<file path="src/rtl/adc_rd_pkg.sv">
`timescale 1ns/1ps
// Shared encodings for the ADC readout controller.
// Assumes: command codes are fixed by the external command bus.
package adc_rd_pkg;

    typedef enum logic [1:0] {
        OP_CONVERT = 2'd0,
        OP_NAP     = 2'd1,
        OP_SLEEP   = 2'd2,
        OP_WAKE    = 2'd3
    } adc_op_e;

    typedef enum logic [3:0] {
        S_IDLE,
        S_CONV,
        S_RLO,
        S_RHI,
        S_DONE,
        S_QUIET,
        S_GAP,
        S_PHI,
        S_PLO,
        S_WHI,
        S_WLO,
        S_WAIT
    } rd_state_e;

endpackage

</file>
<file path="src/rtl/adc_rd_tick.sv">
`timescale 1ns/1ps
// Period timer: pulses tick once every `period` cycles; period 0 stops it.
// Assumes: a change of period takes effect from the running count.
module adc_rd_tick #(
    parameter int PER_W = 16
) (
    input  logic             clk,
    input  logic             rst_n,
    input  logic [PER_W-1:0] period,
    output logic             tick
);

    logic [PER_W-1:0] cnt;

    assign tick = (period != '0) && (cnt >= period - 1'b1);

    // Free-running count that wraps at the programmed period.
    always_ff @(posedge clk) begin
        if (!rst_n || period == '0 || tick) begin
            cnt <= '0;
        end else begin
            cnt <= cnt + 1'b1;
        end
    end

endmodule

</file>
<file path="src/rtl/adc_rd_shift.sv">
`timescale 1ns/1ps
// Input shifter: collects serial bits MSB first on each capture strobe.
// Assumes: the data line is stable in the cycle where cap is high.
module adc_rd_shift #(
    parameter int DATA_W = 14
) (
    input  logic              clk,
    input  logic              rst_n,
    input  logic              clr,
    input  logic              cap,
    input  logic              sdo,
    output logic [DATA_W-1:0] word
);

    // Clear at conversion start, shift one bit in per capture.
    always_ff @(posedge clk) begin
        if (!rst_n || clr) begin
            word <= '0;
        end else if (cap) begin
            word <= {word[DATA_W-2:0], sdo};
        end
    end

endmodule

</file>
<file path="src/rtl/adc_rd_hold.sv">
`timescale 1ns/1ps
// Output register with valid/ready handshake.
// Assumes: the producer loads only while valid is low.
module adc_rd_hold #(
    parameter int DATA_W = 14
) (
    input  logic              clk,
    input  logic              rst_n,
    input  logic              load,
    input  logic [DATA_W-1:0] din,
    input  logic              ready,
    output logic              valid,
    output logic [DATA_W-1:0] dout
);

    // Set valid on load, clear it when the consumer takes the word.
    always_ff @(posedge clk) begin
        if (!rst_n) begin
            valid <= 1'b0;
            dout  <= '0;
        end else if (load) begin
            valid <= 1'b1;
            dout  <= din;
        end else if (valid && ready) begin
            valid <= 1'b0;
        end
    end

    p_hold_word_r5: assert property (@(posedge clk) disable iff (!rst_n)
        (valid && !ready) |=> (valid && $stable(dout)));

    p_take_clears_r5: assert property (@(posedge clk) disable iff (!rst_n)
        (valid && ready && !load) |=> !valid);

endmodule

</file>
<file path="src/rtl/adc_rd_ctrl.sv">
`timescale 1ns/1ps
// Host-side readout controller for a three-wire serial sampling ADC.
// Runs convert/readout, the pulse-count power commands and the wake
// sequence, and counts every timing gap in system clock cycles.
// Assumes: adc_sdo changes only on shift clock falls and strobe falls.
module adc_rd_ctrl
    import adc_rd_pkg::*;
#(
    parameter int CLK_PS           = 5000,
    parameter int DATA_W           = 14,
    parameter int CONV_CYC         = 260,
    parameter int SCK_HI_CYC       = 5,
    parameter int SCK_LO_CYC       = 5,
    parameter int QUIET_CYC        = 3,
    parameter int THRU_CYC         = 400,
    parameter int PULSE_CYC        = 2,
    parameter int NAP_PULSES       = 2,
    parameter int SLEEP_PULSES     = 4,
    parameter int SLEEP_RECOVER_PS = 1_100_000_000,
    parameter int PER_W            = 16
) (
    input  logic              clk,
    input  logic              rst_n,
    input  logic              cmd_valid,
    input  logic [1:0]        cmd_op,
    input  logic [PER_W-1:0]  period,
    output logic              busy,
    output logic              adc_conv,
    output logic              adc_sck,
    input  logic              adc_sdo,
    output logic              data_valid,
    input  logic              data_ready,
    output logic [DATA_W-1:0] data_word
);

    function automatic int max2(input int a, input int b);
        return (a > b) ? a : b;
    endfunction

    localparam int WAKE_CYC = (SLEEP_RECOVER_PS + CLK_PS - 1) / CLK_PS;
    localparam int TMR_MAX  = max2(max2(max2(CONV_CYC, WAKE_CYC), max2(SCK_HI_CYC, SCK_LO_CYC)),
                                   max2(QUIET_CYC, PULSE_CYC));
    localparam int TMR_W    = $clog2(TMR_MAX + 1);
    localparam int BIT_W    = $clog2(DATA_W);
    localparam int THR_W    = $clog2(THRU_CYC + 1);
    localparam int PC_W     = $clog2(max2(NAP_PULSES, SLEEP_PULSES) + 1);
    localparam int QA_W     = $clog2(QUIET_CYC + 1);

    // Elaboration-time timing checks against the converter minimums.
    if (CONV_CYC * CLK_PS < 1_300_000) begin : g_bad_conv
        $error("conversion hold shorter than 1300 ns");
    end
    if ((SCK_HI_CYC + SCK_LO_CYC) * CLK_PS < 50_000) begin : g_bad_sck_period
        $error("shift clock period shorter than 50 ns");
    end
    if (SCK_HI_CYC * CLK_PS < 10_000) begin : g_bad_sck_hi
        $error("shift clock high phase shorter than 10 ns");
    end
    if (SCK_LO_CYC * CLK_PS < 15_000) begin : g_bad_sck_lo
        $error("low phase too short for setup and data access");
    end
    if (QUIET_CYC * CLK_PS < 15_000) begin : g_bad_quiet
        $error("quiet gap shorter than 15 ns");
    end
    if (THRU_CYC * CLK_PS < 2_000_000) begin : g_bad_thru
        $error("throughput interval shorter than 2000 ns");
    end
    if (PULSE_CYC * CLK_PS < 10_000) begin : g_bad_pulse
        $error("command pulse shorter than 10 ns");
    end
    if (DATA_W < 2) begin : g_bad_width
        $error("word width must be at least 2");
    end

    rd_state_e         state, state_nx;
    logic [TMR_W-1:0]  tmr, tmr_nx;
    logic [BIT_W-1:0]  bit_idx, bit_nx;
    logic [PC_W-1:0]   pulses_left, pl_nx;
    logic [THR_W-1:0]  thr_cnt;
    logic              sleep_seq, sleep_seq_nx;
    logic              asleep, asleep_nx;
    logic              pending;
    logic              tick, cap, clr, load, start_conv;
    logic              conv_q, sck_q;
    logic [DATA_W-1:0] shift_word;

    assign busy     = (state != S_IDLE);
    assign adc_conv = conv_q;
    assign adc_sck  = sck_q;

    adc_rd_tick #(.PER_W(PER_W)) u_tick (
        .clk(clk), .rst_n(rst_n), .period(period), .tick(tick)
    );

    adc_rd_shift #(.DATA_W(DATA_W)) u_shift (
        .clk(clk), .rst_n(rst_n), .clr(clr), .cap(cap), .sdo(adc_sdo), .word(shift_word)
    );

    adc_rd_hold #(.DATA_W(DATA_W)) u_hold (
        .clk(clk), .rst_n(rst_n), .load(load), .din(shift_word), .ready(data_ready),
        .valid(data_valid), .dout(data_word)
    );

    // Sequencer: next state, phase timer and strobes for shifter and holder.
    always_comb begin
        state_nx     = state;
        tmr_nx       = (tmr != '0) ? tmr - 1'b1 : tmr;
        bit_nx       = bit_idx;
        pl_nx        = pulses_left;
        sleep_seq_nx = sleep_seq;
        asleep_nx    = asleep;
        cap          = 1'b0;
        clr          = 1'b0;
        load         = 1'b0;
        start_conv   = 1'b0;
        case (state)
            S_IDLE: begin
                if (cmd_valid) begin
                    case (adc_op_e'(cmd_op))
                        OP_CONVERT: start_conv = 1'b1;
                        OP_NAP: begin
                            state_nx     = S_PHI;
                            tmr_nx       = TMR_W'(PULSE_CYC - 1);
                            pl_nx        = PC_W'(NAP_PULSES);
                            sleep_seq_nx = 1'b0;
                        end
                        OP_SLEEP: begin
                            state_nx     = S_PHI;
                            tmr_nx       = TMR_W'(PULSE_CYC - 1);
                            pl_nx        = PC_W'(SLEEP_PULSES);
                            sleep_seq_nx = 1'b1;
                        end
                        default: begin
                            state_nx = S_WHI;
                            tmr_nx   = TMR_W'(SCK_HI_CYC - 1);
                        end
                    endcase
                end else if (pending && !asleep) begin
                    start_conv = 1'b1;
                end
                if (start_conv) begin
                    state_nx = S_CONV;
                    tmr_nx   = TMR_W'(CONV_CYC - 1);
                    clr      = 1'b1;
                end
            end
            S_CONV: if (tmr == '0) begin
                state_nx = S_RLO;
                tmr_nx   = TMR_W'(SCK_LO_CYC - 1);
                bit_nx   = '0;
            end
            S_RLO: if (tmr == '0) begin
                cap = 1'b1;
                if (bit_idx == BIT_W'(DATA_W - 1)) begin
                    state_nx = S_DONE;
                end else begin
                    state_nx = S_RHI;
                    tmr_nx   = TMR_W'(SCK_HI_CYC - 1);
                end
            end
            S_RHI: if (tmr == '0) begin
                state_nx = S_RLO;
                tmr_nx   = TMR_W'(SCK_LO_CYC - 1);
                bit_nx   = bit_idx + 1'b1;
            end
            S_DONE: if (!data_valid) begin
                load     = 1'b1;
                state_nx = S_QUIET;
                tmr_nx   = TMR_W'(QUIET_CYC - 1);
            end
            S_QUIET: if (tmr == '0) state_nx = S_GAP;
            S_GAP:   if (thr_cnt >= THR_W'(THRU_CYC - 1)) state_nx = S_IDLE;
            S_PHI: if (tmr == '0) begin
                state_nx = S_PLO;
                tmr_nx   = TMR_W'(PULSE_CYC - 1);
            end
            S_PLO: if (tmr == '0) begin
                if (pulses_left == PC_W'(1)) begin
                    state_nx = S_QUIET;
                    tmr_nx   = TMR_W'(QUIET_CYC - 1);
                    if (sleep_seq) asleep_nx = 1'b1;
                end else begin
                    pl_nx    = pulses_left - 1'b1;
                    state_nx = S_PHI;
                    tmr_nx   = TMR_W'(PULSE_CYC - 1);
                end
            end
            S_WHI: if (tmr == '0) begin
                state_nx = S_WLO;
                tmr_nx   = TMR_W'(SCK_LO_CYC - 1);
            end
            S_WLO: if (tmr == '0) begin
                if (asleep) begin
                    state_nx  = S_WAIT;
                    tmr_nx    = TMR_W'(WAKE_CYC - 1);
                    asleep_nx = 1'b0;
                end else begin
                    state_nx = S_QUIET;
                    tmr_nx   = TMR_W'(QUIET_CYC - 1);
                end
            end
            S_WAIT:  if (tmr == '0) state_nx = S_IDLE;
            default: state_nx = S_IDLE;
        endcase
    end

    // State and sequence registers.
    always_ff @(posedge clk) begin
        if (!rst_n) begin
            state       <= S_IDLE;
            tmr         <= '0;
            bit_idx     <= '0;
            pulses_left <= '0;
            sleep_seq   <= 1'b0;
            asleep      <= 1'b0;
        end else begin
            state       <= state_nx;
            tmr         <= tmr_nx;
            bit_idx     <= bit_nx;
            pulses_left <= pl_nx;
            sleep_seq   <= sleep_seq_nx;
            asleep      <= asleep_nx;
        end
    end

    // Glitch-free pin drivers registered from the next state.
    always_ff @(posedge clk) begin
        if (!rst_n) begin
            conv_q <= 1'b0;
            sck_q  <= 1'b0;
        end else begin
            conv_q <= (state_nx == S_CONV) || (state_nx == S_PHI);
            sck_q  <= (state_nx == S_RHI) || (state_nx == S_WHI);
        end
    end

    // Cycles since the last conversion strobe rise, saturating.
    always_ff @(posedge clk) begin
        if (!rst_n) begin
            thr_cnt <= THR_W'(THRU_CYC);
        end else if (start_conv) begin
            thr_cnt <= '0;
        end else if (thr_cnt < THR_W'(THRU_CYC)) begin
            thr_cnt <= thr_cnt + 1'b1;
        end
    end

    // Period request, held until a conversion starts; dropped while asleep.
    always_ff @(posedge clk) begin
        if (!rst_n || start_conv) begin
            pending <= 1'b0;
        end else if (tick && !asleep) begin
            pending <= 1'b1;
        end
    end

    // Assertion support: low cycles since the last shift clock fall.
    logic [QA_W-1:0] fall_age;
    always_ff @(posedge clk) begin
        if (!rst_n) begin
            fall_age <= QA_W'(QUIET_CYC);
        end else if (sck_q) begin
            fall_age <= '0;
        end else if (fall_age < QA_W'(QUIET_CYC)) begin
            fall_age <= fall_age + 1'b1;
        end
    end

    p_idle_pins_r1: assert property (@(posedge clk) disable iff (!rst_n)
        !busy |-> (!adc_conv && !adc_sck));

    p_no_sck_in_conv_r2: assert property (@(posedge clk) disable iff (!rst_n)
        adc_conv |-> !adc_sck);

    p_quiet_gap_r6: assert property (@(posedge clk) disable iff (!rst_n)
        $rose(adc_conv) |-> (fall_age >= QA_W'(QUIET_CYC)));

    p_sleep_blocks_tick_r8: assert property (@(posedge clk) disable iff (!rst_n)
        (asleep && state == S_IDLE && !cmd_valid) |=> (state != S_CONV));

    p_wake_conv_low_r9: assert property (@(posedge clk) disable iff (!rst_n)
        (state == S_WHI || state == S_WLO || state == S_WAIT) |-> !adc_conv);

    p_pins_need_busy_r10: assert property (@(posedge clk) disable iff (!rst_n)
        (adc_conv || adc_sck) |-> busy);

    p_done_waits_r12: assert property (@(posedge clk) disable iff (!rst_n)
        (state == S_DONE && data_valid) |=> (state == S_DONE));

endmodule

</file>
<file path="config.mk">
export PLATFORM = sky130hd
export DESIGN_NAME = adc_rd_ctrl
export DESIGN_NICKNAME = d
export VERILOG_FILES = /design/src/rtl/adc_rd_pkg.sv /design/src/rtl/adc_rd_tick.sv /design/src/rtl/adc_rd_shift.sv /design/src/rtl/adc_rd_hold.sv /design/src/rtl/adc_rd_ctrl.sv
export SDC_FILE = /design/constraint.sdc
export NUM_CORES = 1
export LEC_CHECK = 0
export BUFFER_PORTS_ARGS = -buffer_cell sky130_fd_sc_hd__buf_4
export CORE_ASPECT_RATIO = 1.1
export CORE_MARGIN = 2
export CORE_UTILIZATION = 54
export DETAILED_ROUTE_END_ITERATION = 6
export PLACE_DENSITY = 0.84
export RECOVER_POWER = 50
export SYNTH_ARGS = -nofsm -noshare
export SYNTH_HDL_FRONTEND = slang
export SYNTH_SLANG_ARGS = --single-unit
</file>
<file path="constraint.sdc">
create_clock -name clk -period 3.6 [get_ports clk]
set_clock_uncertainty 0.05 [all_clocks]
set_input_delay 0.72 -clock clk [delete_from_list [all_inputs] [get_ports clk]]
set_output_delay 0.72 -clock clk [all_outputs]
set_load 0.1 [all_outputs]
</file>
==> summary.md, run 1 <==
| Metric | Value |
|---|---|
| CTS Hold Bufs | `0` |
| Fraction of layout cells with a size suffix above 1 | `10.7%` |
| R2R Path End | `adc_sck` |
| Antenna violations before repair | `0` |
| DR iter-0 viols | `306` |
| Post-CTS sizing | `0` |
| VDD IR max | `0.386 mV` |
| Largest net degree at the start of global routing | `29` |
| Syn_area_per_cell | `roughly 8 sq um` |
| Status | `finished, final reports clean` |
| Fillers | `approximately 760` |
| Worst endpoint required time | `about 3.9 ns` |
| Vias in the first global route | `4317` |
| Vias | `4508` |
| Io pins | `41` |
| Commonest non-fill, non-tap cells in the layout | `nand2_1, dfxtp_1, nor2_1, a21oi_1, buf_4` |
| Hold Path Depth | `2` |
| Yosys top cell by area | `dfxtp_1` |
| Die boundary width | `95.3 um` |
| CP Max Fanout | `7` |
| Syn-to-layout area delta | `11.2%` |
| Post-CTS Setup Bufs | `0` |
| Core Area | `8870 sq um` |
| Starting Density | `55.8%` |
| Sequential Power Share | `a little under a third` |
| FF-to-FF Start | `tmr[4]` |
| WS Path Type | `input pin to register` |
| Synth Register Bits | `88` |
| TritonCTS Buffers | `9` |
| Dpl cells | `760` |
| Final period util | `between 90% and 100%` |
| Crit end category | `register` |
| # Max-Cap Violations | `0` |
| DRT Pass-1 Iters | `5` |
| Die height | `around 100 um` |
| Pwr Density | `778 nW/um^2` |
| # nets final | `710` |
| Crit path launch type | `input pin` |
| Final setup viols | `0` |
| DRC viols | `0` |
| Final slew viol count | `0` |
| Switching Power | `2.03 mW` |
| Power Total | `around 4.3 mW` |
| Post-DP HPWL | `around 8300 um` |
| Total gr overflow | `0` |
| Internal power | `between 2 and 2.5 mW` |
| Clk pwr share | `16.1%` |
| Max Freq | `slightly above 300 MHz` |
| Mapped cell area | `4950 sq um` |
| Root Driver | `clkbuf_8` |
| Post-Synthesis Cells | `618` |
| Row Count | `36` |
| Clock transition at the registers of the reported paths | `roughly 0.1 ns` |
| Worst EP arrival | `about 3.5 ns` |
| Total leakage power | `~2.1 nW` |
| R2R setup slack | `0.48 ns` |
| Antenna diodes | `0` |
| Antenna Violating Nets Remaining | `0` |
| Synth async-reset ratio | `0%` |
| Main synth FF type | `dfxtp_1` |
| Slew @ Worst Pin | `about 1.2 ns` |
| Net switching share of the total power | `between 40% and 50%` |
| Via/cell ratio | `slightly below 6` |
| Max clock buf depth | `2` |
| Combinational Power Share | `53.6%` |
| Post-synthesis sequential area ratio | `35.6%` |
| Wirelength per Cell | `around 15 um` |
| Most common cell after layout, fill and taps aside | `nand2_1` |
| Cell Count, Final, Fillers Out | `776` |
| Post-synth EDFFs | `0` |
| Clock Sinks | `between 80 and 90` |
| Final Core Density | `between 60% and 70%` |
| R2R cell count | `7` |
| First-pass GRT wire length | `19500 um` |
| Latest clock arrival within the worst-skew pair | `0.38 ns` |
| RSZ-0062 raised after global routing | `no` |
| Top cells by area, synth | `dfxtp_1, ha_1, nand2_1` |
| Gpl congestion | `0.921` |
| H-Tree Depth | `3` |
| CTS tree | `built` |
| Routed WL | `around 11000 um` |
| IO Port Bufs | `40` |
| Critical path origin | `period[2]` |
| Yosys cell types | `67` |
| Tmin final | `3.27 ns` |
| Tightest Hold Check Type | `register to register` |
| GRT Util Overall | `24.3%` |
| Post-synth net total | `671` |
| Yosys warning count | `0` |
| Final Hold Fails | `0` |
| Die area | `9960 sq um` |
| Hold Crit Start | `pulses_left[1]` |
| Hold Path Sink | `pulses_left[1]` |
| Rel. slew slack | `21.8%` |
| Post-synth top area share | `35.6%` |
==> sequential cells by signal, summed over array words and instances, names as in the netlist, 3 cells and up <==
signal        cells
tmr              18
u_tick.cnt       16
u_hold.dout      14
u_shift.word     14
thr_cnt           9
bit_idx           4
state             4
pulses_left       3
==> worst max-delay path by stage <==
stage,endpoint,slack [ns],depth (start not counted)
final,u_tick.cnt[12],0.33,15
after global routing,u_tick.cnt[12],0.11,15
after detailed placement,u_tick.cnt[6],-0.08,15
after floorplan,u_tick.cnt[10],0.03,14
after CTS,u_tick.cnt[12],0.31,15
after global placement,u_tick.cnt[7],0.02,15
==> kinds of logic (layout without fill, tap and decap cells) <==
| group | Yosys count | in the layout | share of synthesized area, % |
|---|---|---|---|
| AND/OR/NAND/NOR | 273 | 273 | 26.9 |
| buffers and inverters | 48 | 92 | 3.89 |
| AO/OA/AOI/OAI | 125 | 125 | 16.4 |
| XOR/XNOR | 50 | 50 | 8.84 |
| flip-flops | 88 | 88 | 35.6 |
| adder cells (fa/ha/maj) | 30 | 30 | 7.58 |
| multiplexers | 4 | 4 | 0.808 |
==> critical path, cell delays in order <==
cell	delay, ns
buf_4	0.11
nor3_1	0.26
nand3_1	0.13
or3_1	0.34
nor3_1	0.20
nand2b_1	0.11
nor4_1	0.23
xnor2_1	0.16
ha_1	0.25
a21o_1	0.16
a21o_1	0.16
a21oi_1	0.23
o2111ai_2	0.16
buf_4	0.19
nor2_1	0.11
==> metrics by stage <==
stage          hold WS [ns]  TNS, ns  cell area, sq um  setup WS [ns]
3_5_place_dp          0.394   -0.871              5390        -0.0771
6_report              0.405        0              5510          0.325
4_1_cts               0.408        0              5590          0.310
2_1_floorplan         0.382        0              4960         0.0268
3_3_place_gp          0.393        0              5390         0.0235
5_1_grt               0.434        0              5510          0.107
==> power by group through the flow <==
stage                     Sequential [mW]  Clock [mW]  Combinational, mW
after floorplan                      1.30           0               1.92
after global placement               1.31           0               2.26
after detailed placement             1.32           0               2.31
after CTS                            1.30       0.697               2.33
after global routing                 1.32       0.748               2.54
final                                1.30       0.688               2.30
==> layer usage <==
metal	track usage (%)	routed length, um
met2	40.3	5610
met3	5.51	588
met5	0	0
met1	29.6	4900
met4	10.6	372
==> layout make-up <==
class / count / area, sq um / share of cell area, %
sequential: 88 / 1760 / 32.0
timing repair buffer: 53 / 327 / 5.93
clock buffer: 9 / 124 / 2.25
inverter: 23 / 86.3 / 1.57
tap: 114 / 143 / 2.59
clock inverter: 7 / 75.1 / 1.36
multi-input combinational: 482 / 2990 / 54.3
==> synthesized netlist by cell type, types with 3 or more instances <==
library cell and number:
nand2_1 95, dfxtp_1 88, nor2_1 68, a21oi_1 43, ha_1 30, xnor2_1 29, o21ai_0 26, inv_1 21
xor2_1 21, clkbuf_1 18, nand3_1 18, nor3_1 17, nor2b_1 8, a21o_1 7, nand2b_1 7, nand4_1 7
nor4_1 7, o22ai_1 7, and2_1 6, and3_1 6, o21a_1 6, or3_1 6, a31oi_1 5, nand3b_1 5
buf_2 4, mux2i_1 4, or2_2 4, a211oi_1 3, a31o_2 3, and4_1 3, o31ai_1 3
No activity file was read; power rests on OpenSTA's default activity.
==> inputs of run 2 (changes only) <==
==> constraint.sdc (replaced) <==
create_clock -name clk -period 2.85 [get_ports clk]
set_clock_uncertainty 0.05 [all_clocks]
set_input_delay 0.57 -clock clk [delete_from_list [all_inputs] [get_ports clk]]
set_output_delay 0.57 -clock clk [all_outputs]
set_load 0.1 [all_outputs]
==> run 2 against run 1 <==
Compared with the run above: the flow now finishes with violations (negative setup slack); critical path depth did not move; die area did not move; sequential cell count did not move; final area rose by 4.0%; cell count rose by 1.9%; routed wire length rose by 4.4%; first-iteration DRC count rose by 7.2%; critical path type unchanged; critical endpoint is now pending; largest cell class unchanged; highest routed layer unchanged.
==> summary.md, run 2 (synthesis gave the netlist of run 1 again) <==
| Metric | Value |
|---|---|
| Status | `finished with violations` |
| Failing checks | `negative setup slack` |
| Commonest non-fill, non-tap cells in the layout | `nand2_1, dfxtp_1, nor2_1, buf_4, a21oi_1` |
| DRT Pass-1 Iters | `5` |
| R2R Path End | `adc_sck` |
| WS Path Type | `input pin to register` |
| Routed WL | `12000 um` |
| Die height | `between 100 and 150 um` |
| Largest net degree at the start of global routing | `29` |
| Hold Path Depth | `3` |
| Tightest Hold Check Type | `input pin to register` |
| R2R cell count | `7` |
| Die boundary width | `95.3 um` |
| Via/cell ratio | `5.83` |
| VDD IR max | `0.578 mV` |
| First-pass GRT wire length | `roughly 20000 um` |
| Pwr Density | `982 nW/um^2` |
| CP cell instances | `buf_6 > nor3_4 > nand3_2 > or3_4 > nor3_4 > nand2b_1 > nor4_2 > xnor2_1 > ha_1 > a21o_1 > a21o_1 > a21oi_4 > nor2_1 > a22oi_1 > nand2_1` |
| Antenna Violating Nets Remaining | `0` |
| Max Freq | `343 MHz` |
| Wirelength per Cell | `15.1 um` |
| Gpl congestion | `0.921` |
| DRC viols | `0` |
| CP Max Fanout | `3` |
| Largest Register | `tmr` |
| FF-to-FF Start | `tmr[4]` |
| Slew @ Worst Pin | `1.18 ns` |
| Crit path max-delay family | `simple AND/OR/NAND/NOR gates` |
| Antenna diodes | `0` |
| Worst endpoint required time | `3.06 ns` |
| Number of stages on the worst setup path | `15` |
| Final TNS setup | `-0.864 ns` |
| Root Driver | `clkbuf_8` |
| Io pins | `41` |
| Clock Sinks | `88` |
| Hold Crit Start | `data_ready` |
| Max clock buf depth | `2` |
| Post-route setup slack | `-0.0658 ns` |
| RSZ-0062 raised after global routing | `yes` |
| Final slew viol count | `0` |
| # Max-Cap Violations | `0` |
| Final Hold Fails | `0` |
| Fraction of layout cells with a size suffix above 1 | `14.2%` |
| Post-DP HPWL | `8690 um` |
| Vias | `4613` |
| Tmin final | `2.92 ns` |
| Final setup viols | `17` |
| Vias in the first global route | `4474` |
| Row Count | `36` |
| CP Buf/Inv Count | `1` |
| Dpl cells | `772` |
| Crit end category | `register` |
| Core Area | `8870 sq um` |
| # nets final | `725` |
| Die area | `9960 sq um` |
| Max reg flops | `18` |
| TritonCTS Buffers | `9` |
| Crit path launch type | `input pin` |
| IO Port Bufs | `40` |
| Rel. slew slack | `21.4%` |
| GRT Util Overall | `around a quarter` |
| Cell Count, Final, Fillers Out | `791` |
| Starting Density | `about 56%` |
| H-Tree Depth | `3` |
| Clock transition at the registers of the reported paths | `0.10 ns` |
| Crit-path max cell delay | `0.36 ns` |
| Syn-to-layout area delta | `15.7%` |
| Largest regs | `tmr (18), u_tick.cnt (16)` |
| Antenna violations before repair | `0` |
| Total gr overflow | `0` |
| CTS Hold Bufs | `0` |
| R2R setup slack | `0.07 ns` |
| Total leakage power | `about 2.2 nW` |
| Critical path's slowest cell | `or3_4` |
| Critical Path End | `pending` |
| Worst EP arrival | `3.13 ns` |
| Critical path origin | `period[2]` |
| CTS tree | `built` |
| DR iter-0 viols | `approximately 330` |
| Latest clock arrival within the worst-skew pair | `0.38 ns` |
| Fillers | `747` |
| Most common cell after layout, fill and taps aside | `nand2_1` |
| Final period util | `102%` |
run 2: worst min-delay path, cell delays in order:
cell and delay [ns]:
buf_4 0.07, nand2b_1 0.08, a21oi_1 0.05
run 2: what timing repair did:
action | 4_1_cts | 5_1_grt
setup buffers | 1 | 1
gates cloned | 1 | 0
resized for setup | 5 | 4
pin swaps | 10 | 7
endpoints found under the setup margin | 16 | 19
run 2: final cells by class:
type,count,area [sq um],share of cell area (%)
clock buffers,9,124,2.16
multi-input cells,483,3100,54.0
clock inverters,7,81.3,1.42
repair buffers,67,439,7.66
flip-flops and latches,88,1760,30.7
inverters,23,86.3,1.51
well taps,114,143,2.49
run 2: worst min-delay path by stage:
stage	endpoint	slack [ns]
2_1_floorplan	pulses_left[1]	0.38
3_3_place_gp	pulses_left[1]	0.39
3_5_place_dp	u_hold.dout[13]	0.40
4_1_cts	u_hold.valid	0.40
5_1_grt	u_hold.valid	0.41
6_report	u_hold.valid	0.40
run 2: layer usage:
metal / global-route usage [%] / vias to the layer above / routed length, um
met1: 31.5 / 2134 / 5030
met4: 9.83 / 0 / 324
met2: 41.5 / 179 / 5920
li1: - / 2266 / -
met3: 3.84 / 34 / 703
met5: 0 / - / 0
run 2: per-stage QoR:
step | power (mW) | cell area, sq um | hold WS (ns) | util, % | setup slack [ns]
global placement | 4.59 | 5540 | 0.391 | 62.4 | -0.429
finish | 5.63 | 5730 | 0.402 | 64.6 | -0.0658
global route | 6.02 | 5730 | 0.415 | 64.6 | -0.307
floorplan | 4.07 | 5020 | 0.382 | - | -0.249
CTS | 5.59 | 5790 | 0.398 | 65.3 | -0.0448
detailed placement | 4.71 | 5540 | 0.401 | 62.4 | -0.533
run 2: power breakdown:
part,leakage (nW),switching (mW),internal (mW),total (mW)
Combinational,1.39,1.89,1.23,3.12
Clock,0.104,0.521,0.351,0.872
Sequential,0.713,0.234,1.41,1.64
==> inputs of run 3 (changes only) <==
--- a/config.mk
+++ b/config.mk
@@ -8,10 +8,11 @@
 export BUFFER_PORTS_ARGS = -buffer_cell sky130_fd_sc_hd__buf_4
 export CORE_ASPECT_RATIO = 1.1
 export CORE_MARGIN = 2
-export CORE_UTILIZATION = 54
+export CORE_UTILIZATION = 55
 export DETAILED_ROUTE_END_ITERATION = 6
-export PLACE_DENSITY = 0.84
+export PLACE_DENSITY = 0.85
 export RECOVER_POWER = 50
 export SYNTH_ARGS = -nofsm -noshare
 export SYNTH_HDL_FRONTEND = slang
+export SYNTH_HIERARCHICAL = 1
 export SYNTH_SLANG_ARGS = --single-unit
==> run 3 against run 2 <==
Compared with the run above: largest cell class unchanged; highest routed layer unchanged; cell count is 0.38% higher; global-route usage is 0.83 points lower; first-iteration DRC count is 29% higher; setup slack better by 0.18 ns; synthesized cell count is 0.81% lower; largest power group unchanged; combinational power is 11% lower; the run ends with design-rule violations left; die area is 4.5% higher; maximum frequency is 6.4% higher; clock power is 9.5% lower.
==> summary.md, run 3 <==
| Metric | Value |
|---|---|
| Yosys warning count | `6` |
| Crit path launch type | `input pin` |
| Post-synth net total | `between 600 and 700` |
| Final slew viol count | `0` |
| CP Max Fanout | `16` |
| Routed WL | `12300 um` |
| Syn_area_per_cell | `8.62 sq um` |
| Mapped cell area | `between 5000 and 6000 sq um` |
| Synth async-reset ratio | `0%` |
| Fillers | `789` |
| GRT Util Overall | `24.0%` |
| Row Count | `37` |
| Synth top cells by count | `dfxtp_1, nor2_1, nand2_1` |
| Worst EP arrival | `2.99 ns` |
| Post-Synthesis Cells | `roughly 600` |
| WS Path Type | `input pin to register` |
| CP Buf/Inv Count | `3` |
| Clock Sinks | `slightly below 90` |
| Area of the multi-input gates | `3330 sq um` |
| Slew @ Worst Pin | `between 1 and 1.5 ns` |
| Post-synth top area share | `33.3%` |
| Vias | `4712` |
| Worst endpoint required time | `approximately 3.1 ns` |
| Max clock buf depth | `2` |
| Total leakage power | `2.20 nW` |
| Die boundary width | `97.5 um` |
| Fraction of layout cells with a size suffix above 1 | `between 10% and 20%` |
| Dominant cell by count in the synthesized netlist | `dfxtp_1` |
| Yosys top cell by area | `dfxtp_1` |
| Status | `finished with violations` |
| # nets final | `726` |
| Simple-Gate Fraction of Synth Area | `26.4%` |
| Top cell by count, worst path | `buf_4` |
| Syn-to-layout area delta | `13.2%` |
| Main synth FF type | `dfxtp_1` |
| Crit-path max cell delay | `~0.30 ns` |
| Final period util | `96.1%` |
| H-Tree Depth | `3` |
| Most common cell after layout, fill and taps aside | `dfxtp_1` |
| IO Port Bufs | `40` |
| Post-synthesis sequential area ratio | `about a third` |
| Top cells by area, synth | `dfxtp_1, ha_1, mux2i_1` |
| Gpl congestion | `0.961` |
| Synth Register Bits | `88` |
| Io pins | `41` |
| Final Hold Fails | `0` |
| Critical path's slowest cell | `nor4_4` |
| Complex-gate fraction of the synthesized area | `14.2%` |
| TritonCTS Buffers | `9` |
| Vias in the first global route | `4498` |
| # Max-Cap Violations | `0` |
| Core Area | `roughly 9400 sq um` |
| DR iter-0 viols | `between 400 and 500` |
| Hold Slack | `0.409 ns` |
| Latest clock arrival within the worst-skew pair | `0.38 ns` |
| DRT Pass-1 Iters | `7` |
| Via/cell ratio | `5.93` |
| Tightest Hold Check Type | `input pin to register` |
| RSZ-0062 raised after global routing | `no` |
| XOR/XNOR Fraction of Synth Area | `under 10%` |
| Crit end category | `register` |
| Crit path max-delay family | `simple AND/OR/NAND/NOR gates` |
| Combinational family with the most area after synthesis | `simple AND/OR/NAND/NOR gates` |
| Rel. slew slack | `between 20 and 25%` |
| Post-synth EDFFs | `0` |
| Post-DP HPWL | `9420 um` |
| DRC viols | `1` |
| Largest Register | `tmr` |
| Adder-Cell Fraction of Synth Area | `7.34%` |
| Die height | `around 110 um` |
| Failing checks | `design-rule violations` |
| Die area | `10400 sq um` |
| Max Freq | `365 MHz` |
| Antenna Violating Nets Remaining | `0` |
| First-pass GRT wire length | `20700 um` |
| Tmin final | `2.74 ns` |
| Clock transition at the registers of the reported paths | `around 0.08 ns` |
| CTS tree | `built` |
| Wirelength per Cell | `15.6 um` |
| Antenna diodes | `0` |
| Total gr overflow | `0` |
| Mux share of post-synthesis cell area | `6.25%` |
| Antenna violations before repair | `0` |
| Starting Density | `a little under three fifths` |
| FF+latch area | `~1800 sq um` |
| Largest net degree at the start of global routing | `23` |
| VDD IR max | `about 0.5 mV` |
| Yosys cell types | `68` |
| Pwr Density | `868 nW/um^2` |
| Power Total | `5.19 mW` |
| Root Driver | `clkbuf_8` |
| Max reg flops | `18` |
| Commonest non-fill, non-tap cells in the layout | `dfxtp_1, nor2_1, buf_4, nand2_1, mux2i_1` |
| Final setup viols | `0` |
| Largest regs | `tmr (18), u_tick/cnt (16)` |
| CP cell instances | `buf_4 > buf_4 > nor4_4 > nand2_2 > nor3_2 > xnor2_1 > ha_1 > and4_1 > and3_4 > a31oi_4 > nand4_4 > buf_12 > nor2_1` |
[run 3: cell count changes in the layout (fill, tap and decap cells not counted), moves of 6 or more]
cell      previous run  this run
nand2b_1             7        13
mux2i_1              4        33
o211ai_1             1         7
nand2_1             95        39
a21oi_1             42        31
o22ai_1              7         1
nor2_1              67        84
nor2b_1              8        23
[run 3: logic make-up (layout without fill, tap and decap cells)]
group	Yosys count	in the layout
xor+xnor	48	48
simple gates	255	255
buf+inv	44	108
compound gates	114	114
mux	33	33
fa+ha+maj	31	31
flops	88	88
[run 3: area by class of cell]
class / instances / area share (%)
clock buffer: 9 / 2.07
clock inverter: 7 / 0.899
inverter: 20 / 1.25
multi-input combinational: 481 / 55.7
sequential: 88 / 29.4
tap: 117 / 2.45
timing repair buffer: 72 / 8.14
[run 3: stage by stage]
stage          std cells  setup slack [ns]  TNS (ns)  instance area (sq um)  util (%)
2_1_floorplan        613           0.00268         0                   5310         -
3_3_place_gp         777            -0.207     -3.46                   5850      62.5
3_5_place_dp         777            -0.409     -6.70                   5850      62.5
4_1_cts              794          0.000258         0                   6050      64.7
5_1_grt              794           0.00514         0                   5980      64.0
6_report             794             0.110         0                   5980      64.0
[run 3: worst paths after layout]
| check | from | to | slack (ns) | cells past startpoint |
|---|---|---|---|---|
| max | period[2] | u_tick/cnt[12] | 0.11 | 13 |
| min | adc_sdo | u_shift/word[0] | 0.41 | 3 |
| max reg2reg | tmr[5] | adc_sck | 0.12 | 6 |
| min reg2reg | u_tick/cnt[0] | u_tick/cnt[0] | 0.44 | 1 |
[run 3: layer usage]
metal / part of all wire [%] / GRT usage (%) / up-vias
met3: 6.2 / 3.59 / 33
met2: 49 / 41.0 / 160
li1: - / - / 2301
met4: 2.7 / 10.1 / 0
met1: 43 / 30.2 / 2218
met5: 0 / 0 / -
[run 3: where the power goes]
group / internal [mW] / switching, mW
Clock: 0.322 / 0.467
Combinational: 1.11 / 1.69
Sequential: 1.39 / 0.222
Total: 2.82 / 2.38
[run 3: repair_timing]
item | 4_1_cts | 5_1_grt
endpoints found under the hold margin | 0 | 0
resized for setup | 1 | 5
endpoints found under the setup margin | 16 | 17
hold buffers | 0 | 0
pin swaps | 1 | 0
buffers inserted | 1 | 0
[run 3: worst register-to-register path: cells and delay by family, from the launching register on]
kind | cells | cell delay [ns]
compound gates | 3 | 0.69
simple gates | 3 | 1.55
flops | 1 | 0.35
